===== config.mk =====
export PLATFORM = sky130hd
export DESIGN_NAME = buck_gate_seq
export DESIGN_NICKNAME = d
export VERILOG_FILES = /design/src/rtl/gseq_pkg.sv /design/src/rtl/gseq_sync.sv /design/src/rtl/gseq_cnt.sv /design/src/rtl/gseq_fsm.sv /design/src/rtl/buck_gate_seq.sv
export SDC_FILE = /design/constraint.sdc
export NUM_CORES = 1
export LEC_CHECK = 0
export CAP_MARGIN = 25
export CORE_UTILIZATION = 30
export CTS_CLUSTER_SIZE = 10
export DETAILED_ROUTE_END_ITERATION = 16
export PLACE_DENSITY = 0.46
export SKIP_CTS_REPAIR_TIMING = 1
export SYNTH_ARGS = -nofsm -noshare
export SYNTH_HDL_FRONTEND = slang
export SYNTH_SLANG_ARGS = --single-unit
export TNS_END_PERCENT = 50

===== constraint.sdc =====
create_clock -name clk -period 2.6 [get_ports clk]
set_input_delay 0.52 -clock clk [delete_from_list [all_inputs] [get_ports clk]]
set_output_delay 0.52 -clock clk [all_outputs]
set_load 0.01 [all_outputs]

===== src/rtl/gseq_pkg.sv =====
`timescale 1ns/1ps
package gseq_pkg;

    localparam logic [1:0] LVL_LOW  = 2'b00;
    localparam logic [1:0] LVL_MID  = 2'b01;
    localparam logic [1:0] LVL_HIGH = 2'b10;

    typedef enum logic [3:0] {
        ST_OFF,
        ST_LS_OFF_WAIT,
        ST_HS_ON,
        ST_HS_OFF_WAIT,
        ST_LS_ON,
        ST_DE_BLANK,
        ST_DE_WATCH,
        ST_DE_IDLE,
        ST_FAULT
    } gseq_state_t;

endpackage


===== src/rtl/gseq_sync.sv =====
`timescale 1ns/1ps
// Multi-bit flop-chain synchronizer; each bit is independent.
module gseq_sync #(
    parameter int W      = 1,
    parameter int STAGES = 2
) (
    input  logic         clk,
    input  logic         rst_n,
    input  logic [W-1:0] d,
    output logic [W-1:0] q
);
    logic [W-1:0] stg [STAGES];

    for (genvar s = 0; s < STAGES; s++) begin : g_stage
        if (s == 0) begin : g_first
            always_ff @(posedge clk or negedge rst_n) begin
                if (!rst_n) stg[s] <= '0;
                else        stg[s] <= d;
            end
        end else begin : g_next
            always_ff @(posedge clk or negedge rst_n) begin
                if (!rst_n) stg[s] <= '0;
                else        stg[s] <= stg[s-1];
            end
        end
    end

    assign q = stg[STAGES-1];
endmodule


===== src/rtl/gseq_cnt.sv =====
`timescale 1ns/1ps
// Saturating cycle counter, cleared on every state change.
module gseq_cnt #(
    parameter int CW = 8
) (
    input  logic          clk,
    input  logic          rst_n,
    input  logic          clr,
    output logic [CW-1:0] q
);
    always_ff @(posedge clk or negedge rst_n) begin
        if (!rst_n)          q <= '0;
        else if (clr)        q <= '0;
        else if (q != '1)    q <= q + 1'b1;
    end
endmodule


===== src/rtl/gseq_fsm.sv =====
`timescale 1ns/1ps
module gseq_fsm
    import gseq_pkg::*;
#(
    parameter int BLANK_CYC   = 88,
    parameter int TIMEOUT_CYC = 256,
    parameter int CW          = 9
) (
    input  logic          clk,
    input  logic          rst_n,
    input  logic          ok_s,
    input  logic [1:0]    en_s,
    input  logic [1:0]    pwm_s,
    input  logic          hs_below_s,
    input  logic          ls_below_s,
    input  logic          zc_s,
    input  logic [CW-1:0] cnt_q,
    output logic          cnt_clr,
    output logic          hs_on,
    output logic          ls_on,
    output logic          fault
);
    localparam logic [CW-1:0] BLANK_LAST = CW'(BLANK_CYC - 1);
    localparam logic [CW-1:0] WAIT_LAST  = CW'(TIMEOUT_CYC - 1);

    gseq_state_t state_q, state_d;

    logic en_on, pwm_hi, pwm_lo, blank_done, wait_expired;

    always_comb begin
        en_on        = (en_s == LVL_HIGH);
        pwm_hi       = (pwm_s == LVL_HIGH);
        pwm_lo       = (pwm_s == LVL_LOW);
        blank_done   = (cnt_q == BLANK_LAST);
        wait_expired = (cnt_q == WAIT_LAST);
    end

    // next-state logic
    always_comb begin
        state_d = state_q;
        if (state_q == ST_FAULT) begin
            if (!en_on) state_d = ST_OFF;                       // clear
        end else if (!ok_s || !en_on) begin
            state_d = ST_OFF;                                   // withdraw
        end else begin
            unique case (state_q)
                ST_OFF:
                    state_d = pwm_hi ? ST_LS_OFF_WAIT : ST_HS_OFF_WAIT;   // start
                ST_LS_OFF_WAIT: begin
                    if (!pwm_hi)           state_d = ST_HS_OFF_WAIT;
                    else if (ls_below_s)   state_d = ST_HS_ON;            // confirm
                    else if (wait_expired) state_d = ST_FAULT;            // timeout
                end
                ST_HS_ON:
                    if (!pwm_hi) state_d = ST_HS_OFF_WAIT;                // handover
                ST_HS_OFF_WAIT: begin
                    if (pwm_hi)            state_d = ST_LS_OFF_WAIT;
                    else if (hs_below_s)   state_d = pwm_lo ? ST_LS_ON : ST_DE_BLANK; // confirm
                    else if (wait_expired) state_d = ST_FAULT;            // timeout
                end
                ST_LS_ON: begin
                    if (pwm_hi)       state_d = ST_LS_OFF_WAIT;           // handover
                    else if (!pwm_lo) state_d = ST_DE_BLANK;
                end
                ST_DE_BLANK: begin
                    if (pwm_hi)          state_d = ST_LS_OFF_WAIT;        // re-command
                    else if (pwm_lo)     state_d = ST_LS_ON;              // re-command
                    else if (blank_done) state_d = ST_DE_WATCH;           // blank-expire
                end
                ST_DE_WATCH: begin
                    if (pwm_hi)      state_d = ST_LS_OFF_WAIT;            // re-command
                    else if (pwm_lo) state_d = ST_LS_ON;                  // re-command
                    else if (zc_s)   state_d = ST_DE_IDLE;                // zero-cross
                end
                ST_DE_IDLE: begin
                    if (pwm_hi)      state_d = ST_LS_OFF_WAIT;            // re-command
                    else if (pwm_lo) state_d = ST_HS_OFF_WAIT;            // re-command
                end
                ST_FAULT:
                    state_d = ST_FAULT;
                default:
                    state_d = ST_OFF;
            endcase
        end
    end

    assign cnt_clr = (state_d != state_q);

    // state register
    always_ff @(posedge clk or negedge rst_n) begin
        if (!rst_n) state_q <= ST_OFF;
        else        state_q <= state_d;
    end

    // registered outputs decoded from the next state
    always_ff @(posedge clk or negedge rst_n) begin
        if (!rst_n) begin
            hs_on <= 1'b0;
            ls_on <= 1'b0;
            fault <= 1'b0;
        end else begin
            hs_on <= (state_d == ST_HS_ON);
            ls_on <= (state_d == ST_LS_ON) || (state_d == ST_DE_BLANK)
                  || (state_d == ST_DE_WATCH);
            fault <= (state_d == ST_FAULT);
        end
    end
endmodule


===== src/rtl/buck_gate_seq.sv =====
`timescale 1ns/1ps
module buck_gate_seq #(
    parameter int BLANK_CYC   = 88,
    parameter int TIMEOUT_CYC = 256,
    parameter int SYNC_STAGES = 2
) (
    input  logic       clk,
    input  logic       rst_n,
    input  logic [1:0] pwm_lvl,
    input  logic [1:0] en_lvl,
    input  logic       supply_ok,
    input  logic       hs_below,
    input  logic       ls_below,
    input  logic       zc_det,
    output logic       hs_on,
    output logic       ls_on,
    output logic       fault
);
    localparam int CNT_MAX = (BLANK_CYC > TIMEOUT_CYC) ? BLANK_CYC : TIMEOUT_CYC;
    localparam int CW      = $clog2(CNT_MAX + 1);
    localparam int SW      = 8;

    logic [SW-1:0] raw_in, syn_in;
    logic [1:0]    pwm_s, en_s;
    logic          ok_s, hs_below_s, ls_below_s, zc_s;
    logic          cnt_clr;
    logic [CW-1:0] cnt_q;

    assign raw_in = {pwm_lvl, en_lvl, supply_ok, hs_below, ls_below, zc_det};

    gseq_sync #(.W(SW), .STAGES(SYNC_STAGES)) u_sync (
        .clk   (clk),
        .rst_n (rst_n),
        .d     (raw_in),
        .q     (syn_in)
    );

    assign {pwm_s, en_s, ok_s, hs_below_s, ls_below_s, zc_s} = syn_in;

    gseq_cnt #(.CW(CW)) u_cnt (
        .clk   (clk),
        .rst_n (rst_n),
        .clr   (cnt_clr),
        .q     (cnt_q)
    );

    gseq_fsm #(
        .BLANK_CYC   (BLANK_CYC),
        .TIMEOUT_CYC (TIMEOUT_CYC),
        .CW          (CW)
    ) u_fsm (
        .clk        (clk),
        .rst_n      (rst_n),
        .ok_s       (ok_s),
        .en_s       (en_s),
        .pwm_s      (pwm_s),
        .hs_below_s (hs_below_s),
        .ls_below_s (ls_below_s),
        .zc_s       (zc_s),
        .cnt_q      (cnt_q),
        .cnt_clr    (cnt_clr),
        .hs_on      (hs_on),
        .ls_on      (ls_on),
        .fault      (fault)
    );
endmodule


# Word-level counts from Yosys, hierarchy flattened
# Index checks and enable logic that the tools add are counted.
dict set report classes {
  mul 0
  add_sub_neg 1
  n_div 0
  mux 24
  n_reduce_logical 8
  bitwise 0
  n_lt_le_gt_ge 0
  shift 0
  n_eq_ne 19
}
# op n
set ops {}
lappend ops {{two-way mux 4 bit} 19}
lappend ops {{one-hot mux 4 bit (8 select lines)} 1}
lappend ops {{== test 4 x 3 -> 1 bit (second input constant)} 7}
lappend ops {{two-way mux 9 bit} 2}
lappend ops {{== test 4 x 2 -> 1 bit (second input constant)} 3}
lappend ops {{adder 9 x 1 -> 9 bit (second input constant)} 1}
lappend ops {{== test 9 x 7 -> 1 bit (second input constant)} 1}
lappend ops {{== test 9 x 8 -> 1 bit (second input constant)} 1}
lappend ops {{!= test 9 bit (second input constant)} 1}
lappend ops {{== test 4 bit (second input constant)} 2}
lappend ops {{== test 2 bit (second input constant)} 2}
lappend ops {{== test 4 x 1 -> 1 bit (second input constant)} 1}
lappend ops {{logical NOT 4 bit} 1}
lappend ops {{!= test 4 bit} 1}
lappend ops {{logical OR 1 bit} 3}
lappend ops {{logical NOT 1 bit} 2}
lappend ops {{logical NOT 2 bit} 1}
lappend ops {{two-way mux 2 bit} 1}
lappend ops {{nonzero test 2 bit} 1}
lappend ops {{two-way mux 1 bit} 1}
dict set report totals {
  output_inout_bits 3
  ff_bits 32
  latch_bits 0
  in_bits 10
  mem_bits_rw 0
  memories 0
  rom_bits 0
}

# Longest topological paths before layout
dict set report logic_depth {
  ltp_word 10
  ltp_mapped 10
  ltp_nobuf 10
}

# By module
# A second synthesis with hierarchy kept.
dict set report hier_totals {
  hier_cells 145
  hier_area_um2 1585.3
}
# mod area_per_inst_um2 instances cells_per_inst seq_area_each_um2
set by_module_without_submodules {}
lappend by_module_without_submodules {gseq_fsm 664.4 1 78 175.2}
lappend by_module_without_submodules {gseq_cnt 460.4 1 43 225.2}
lappend by_module_without_submodules {gseq_sync 460.4 1 24 400.4}

# Least setup slack after synthesis
# OpenSTA, ideal clock, no wires.
dict set report synth_path {
  path_kind {register to register}
  from {reg u_cnt.q[0]}
  to {reg u_cnt.q[0]}
  n_path_buf 0
  setup_time_ns 0.101
  slack_ns 0.289
  required_time_ns 2.499
  t_arrival_ns 2.210
  stages_incl_launch_ff 11
  cell_sequence {dfrtp_1 > ha_1 > nand3_1 > nor2_1 > ha_1 > or4b_1 > o22ai_2 > a31oi_2 > a21oi_4 > xor2_4 > nor4_1}
}
dict set report synth_via {
  elab_chain_cells 9
  word_cells_on_any_way 19
  classes_between {add/sub: 1; eq/ne: 4; mux: 13; reduce/logical: 1}
}
# element line_no
set synth_lines {}
lappend synth_lines {{from (decl)} gseq_cnt.sv:9} ;# output logic [CW-1:0] q
lappend synth_lines {{from (signal assigned)} gseq_cnt.sv:14} ;# else if (q != '1) q <= q + 1'b1;
lappend synth_lines {{== test 9 x 7 -> 1 bit or == test 9 x 8 -> 1 bit (tied branches)} {gseq_fsm.sv:34, gseq_fsm.sv:35}}
lappend synth_lines {{two-way mux 4 bit (on tied branches)} {gseq_fsm.sv:68, gseq_fsm.sv:52, gseq_fsm.sv:59}}
lappend synth_lines {{two-way mux 4 bit (on tied branches)} {gseq_fsm.sv:67, gseq_fsm.sv:51, gseq_fsm.sv:58}}
lappend synth_lines {{two-way mux 4 bit (on tied branches)} {gseq_fsm.sv:66, gseq_fsm.sv:50, gseq_fsm.sv:57}}
lappend synth_lines {{one-hot mux 4 bit (8 select lines) *} gseq_fsm.sv:46} ;# unique case (state_q)
lappend synth_lines {{two-way mux 4 bit *} gseq_fsm.sv:43} ;# end else if (!ok_s || !en_on) begin
lappend synth_lines {{two-way mux 4 bit *} gseq_fsm.sv:41} ;# if (state_q == ST_FAULT) begin
lappend synth_lines {{net u_fsm.state_d[0]} gseq_fsm.sv:26} ;# gseq_state_t state_q, state_d;
lappend synth_lines {{!= test 4 bit *} gseq_fsm.sv:87} ;# assign cnt_clr = (state_d != state_q);
lappend synth_lines {{two-way mux 9 bit or nonzero test 2 bit (tied branches)} -}
# The timed path passes the listed nets; every way through them passes the cells marked *. The select of a mux whose other input is x is not followed.
# A chain may end at the register's enable or synchronous reset.

# Final worst setup path
dict set report layout_path {
  from {reg u_cnt.q[0]}
  to {reg u_cnt.q[2]}
}
# Same word-level chain as after synthesis.

==> flow_summary.yaml <==
clocking:
  tritoncts: "built"
  clk_pin_slew_ns: 0.07
  clock_latency_ns: 0.28
  cts_htree_levels: 2
  cts_buffers: 5
  ctsRootBufferMaster: "clkbuf_8"
  clockBufferDepth: 2
  clock_sinks: 32
final_layout:
  area_growth_pct: 23.7
  fillCellCount: 519
  most-common-layout-cells: "dfrtp_1, clkdlybuf4s50_1, o21ai_0"
  mostFrequentLayoutCell: "dfrtp_1"
  drive_gt1_frac: 0.253
  antenna_cells: 0
  nNetsFinal: 166
run_status:
  status: "finished, final reports clean"
global_route:
  grtUsageTotal: 0.127
  grt_max_degree: 33
  antenna_found_initial: 0
  grt_pass1_vias: 1089
  grt-ovfl-total: 0
  grt_pass1_wl_mm: 5.14
die:
  core_area_sq_um: 5110
  io_pins: 13
  rows: 26
  dieArea_sq_um: 5590
  initial_utilization: 0.311
  die_w_um: 74.8
  die_height_um: 74.8
timing:
  max_freq_mhz: 397
  tightest_slew_ns: 0.595
  slew_violations: 0
  finClkSkew_ns: 0.00407
  setup_viol: 0
  timing.hold.ws_ns: 0.349
  hold_violations: 0
  fin_crit_sh: 0.968
  finalCriticalPeriod_ns: 2.52
  setup_total_negative_slack_ns: 0
  slew_headroom: 0.603
pwr:
  ir_worst_vdd_mv: 0.233
  power_leakage_uw: 0.000762
  power-per-cell-area_nw_per_um2: 604
worst_setup_path:
  cp.required_ns: 2.78
  critPathMaxFanout: 5
  crit_type: "reg2reg"
  cp_slowest_stage_delay_ns: 0.49
  cp.arrival_ns: 2.70
  start_kind: "register"
  slowest_stage: "or4b_1"
  r2r_cells: 11
  worstPathCellList: "ha_2 -> nand3_1 -> nor2_1 -> ha_1 -> or4b_1 -> o22ai_2 -> a31oi_2 -> a21oi_4 -> buf_12 -> xor2_4 -> nor4_1"
  worstSetupEndpointType: "register"
run:
  drv_cap: 0
logic_synthesis:
  synthesis.nets: 147
  syn_area_per_cell_sq_um: 11.9
  synth_area_sq_um: 1590
  synthArstFlopShare: 1.00
  yosysWarnings: 0
  synth_cell_types: 44
  ys_ff_latch: 32
  synth_edf_count: 0
  synth.yosys.seq_area_share: 0.504
  netlist_instances: 134
  ys.flop_type: "dfrtp_1"
placement:
  io_buffer_count: 12
  place.gp.congestion: 0.861
  hpwlAfterDp_mm: 2.18
detailed_routing:
  route.vias.total: 1125
  drc: 0
  routedWlPerCell_um: 14.1
  wl_mm: 3.17
  drt_pass1_iterations: 4
  detail-route-antenna-nets: 0
  drt_iter0_markers: 61
  vias_per_cell: 5.02
hold_path:
  min_path_type: "reg2reg"
  hold_depth: 0
[sequential cells by signal (all words and copies together), names as in the netlist]
name           count
u_fsm.hs_on        1
u_sync.stg         8
u_sync.q           8
u_fsm.ls_on        1
u_fsm.state_q      4
u_fsm.fault        1
u_cnt.q            9
[cell families (layout without fill, tap and decap cells)]
group / Yosys count / count (layout) / share of synthesized area
AND/OR/NAND/NOR: 48 / 48 / 0.202
flip-flops: 32 / 32 / 0.504
AO/OA/AOI/OAI: 27 / 27 / 0.126
buffers and inverters: 11 / 30 / 0.0543
XOR/XNOR: 8 / 9 / 0.0559
multiplexers: 5 / 5 / 0.0339
adder cells (fa/ha/maj): 3 / 3 / 0.0236
[synth_stat cells, types with 3 or more instances]
cell | number | area, sq um
nor3b_1 | 3 | 22.5
xnor2_1 | 5 | 43.8
mux2_2 | 3 | 33.8
dfrtp_1 | 32 | 801
nor2b_1 | 3 | 18.8
inv_1 | 5 | 18.8
clkbuf_8 | 3 | 41.3
nor2_1 | 6 | 22.5
a21oi_1 | 5 | 25.0
nor4_1 | 9 | 56.3
and4bb_2 | 3 | 37.5
ha_1 | 3 | 37.5
o21ai_0 | 8 | 40.0
nand3_1 | 5 | 25.0
nand2_1 | 6 | 22.5
[critical path, delay by kind of cell, from the launching register on]
family | cells | cell delay [ns]
XOR/XNOR | 1 | 0.10
adder cells (fa/ha/maj) | 2 | 0.44
flip-flops | 1 | 0.41
buffers and inverters | 1 | 0.15
AND/OR/NAND/NOR | 4 | 0.92
AO/OA/AOI/OAI | 3 | 0.40
[per-stage QoR]
stage / instance area [sq um] / util / setup slack [ns] / cells / total power [uW]
floorplan: 1590 / - / 0.289 / 134 / 651
global route: 1970 / 0.385 / -0.0369 / 224 / 1240
finish: 1970 / 0.385 / 0.0834 / 224 / 1190
global placement: 1760 / 0.344 / 0.0756 / 214 / 694
CTS: 1870 / 0.366 / 0.0167 / 222 / 1170
detailed placement: 1760 / 0.344 / 0.0348 / 214 / 699
[layout make-up]
| type | instances | area, sq um | share of cell area |
|---|---|---|---|
| tap | 70 | 87.6 | 0.0446 |
| inverter | 5 | 18.8 | 0.00955 |
| timing repair buffer | 17 | 170 | 0.0866 |
| multi-input combinational | 92 | 777 | 0.395 |
| clock buffer | 5 | 68.8 | 0.0350 |
| sequential | 32 | 801 | 0.407 |
| clock inverter | 3 | 42.5 | 0.0216 |
[worst paths after layout]
kind,startpoint,end,slack (ns)
max,u_cnt.q[0],u_cnt.q[2],0.08
min,u_sync.stg[13],u_sync.q[5],0.35
max reg2reg,u_cnt.q[0],u_cnt.q[2],0.08
min reg2reg,u_sync.stg[13],u_sync.q[5],0.35
max in group asynchronous,rst_n,u_fsm.fault,1.67
min in group asynchronous,rst_n,u_cnt.q[5],0.63
[power breakdown]
group	internal [uW]	total (uW)	leakage (uW)	switching (uW)
sequential	531	570	0.000405	38.2
combinational	72.9	142	0.000303	69.0
clock	283	475	0.0000541	191
[per-layer routing]
layer,share of wire,up-vias,global-route usage
li1,-,527,-
met1,0.47,570,0.165
met2,0.49,23,0.198
met3,0.029,5,0.0361
met4,0.016,0,0.0566
met5,0,-,0
Note: power is estimated with default switching activity, not from simulation.
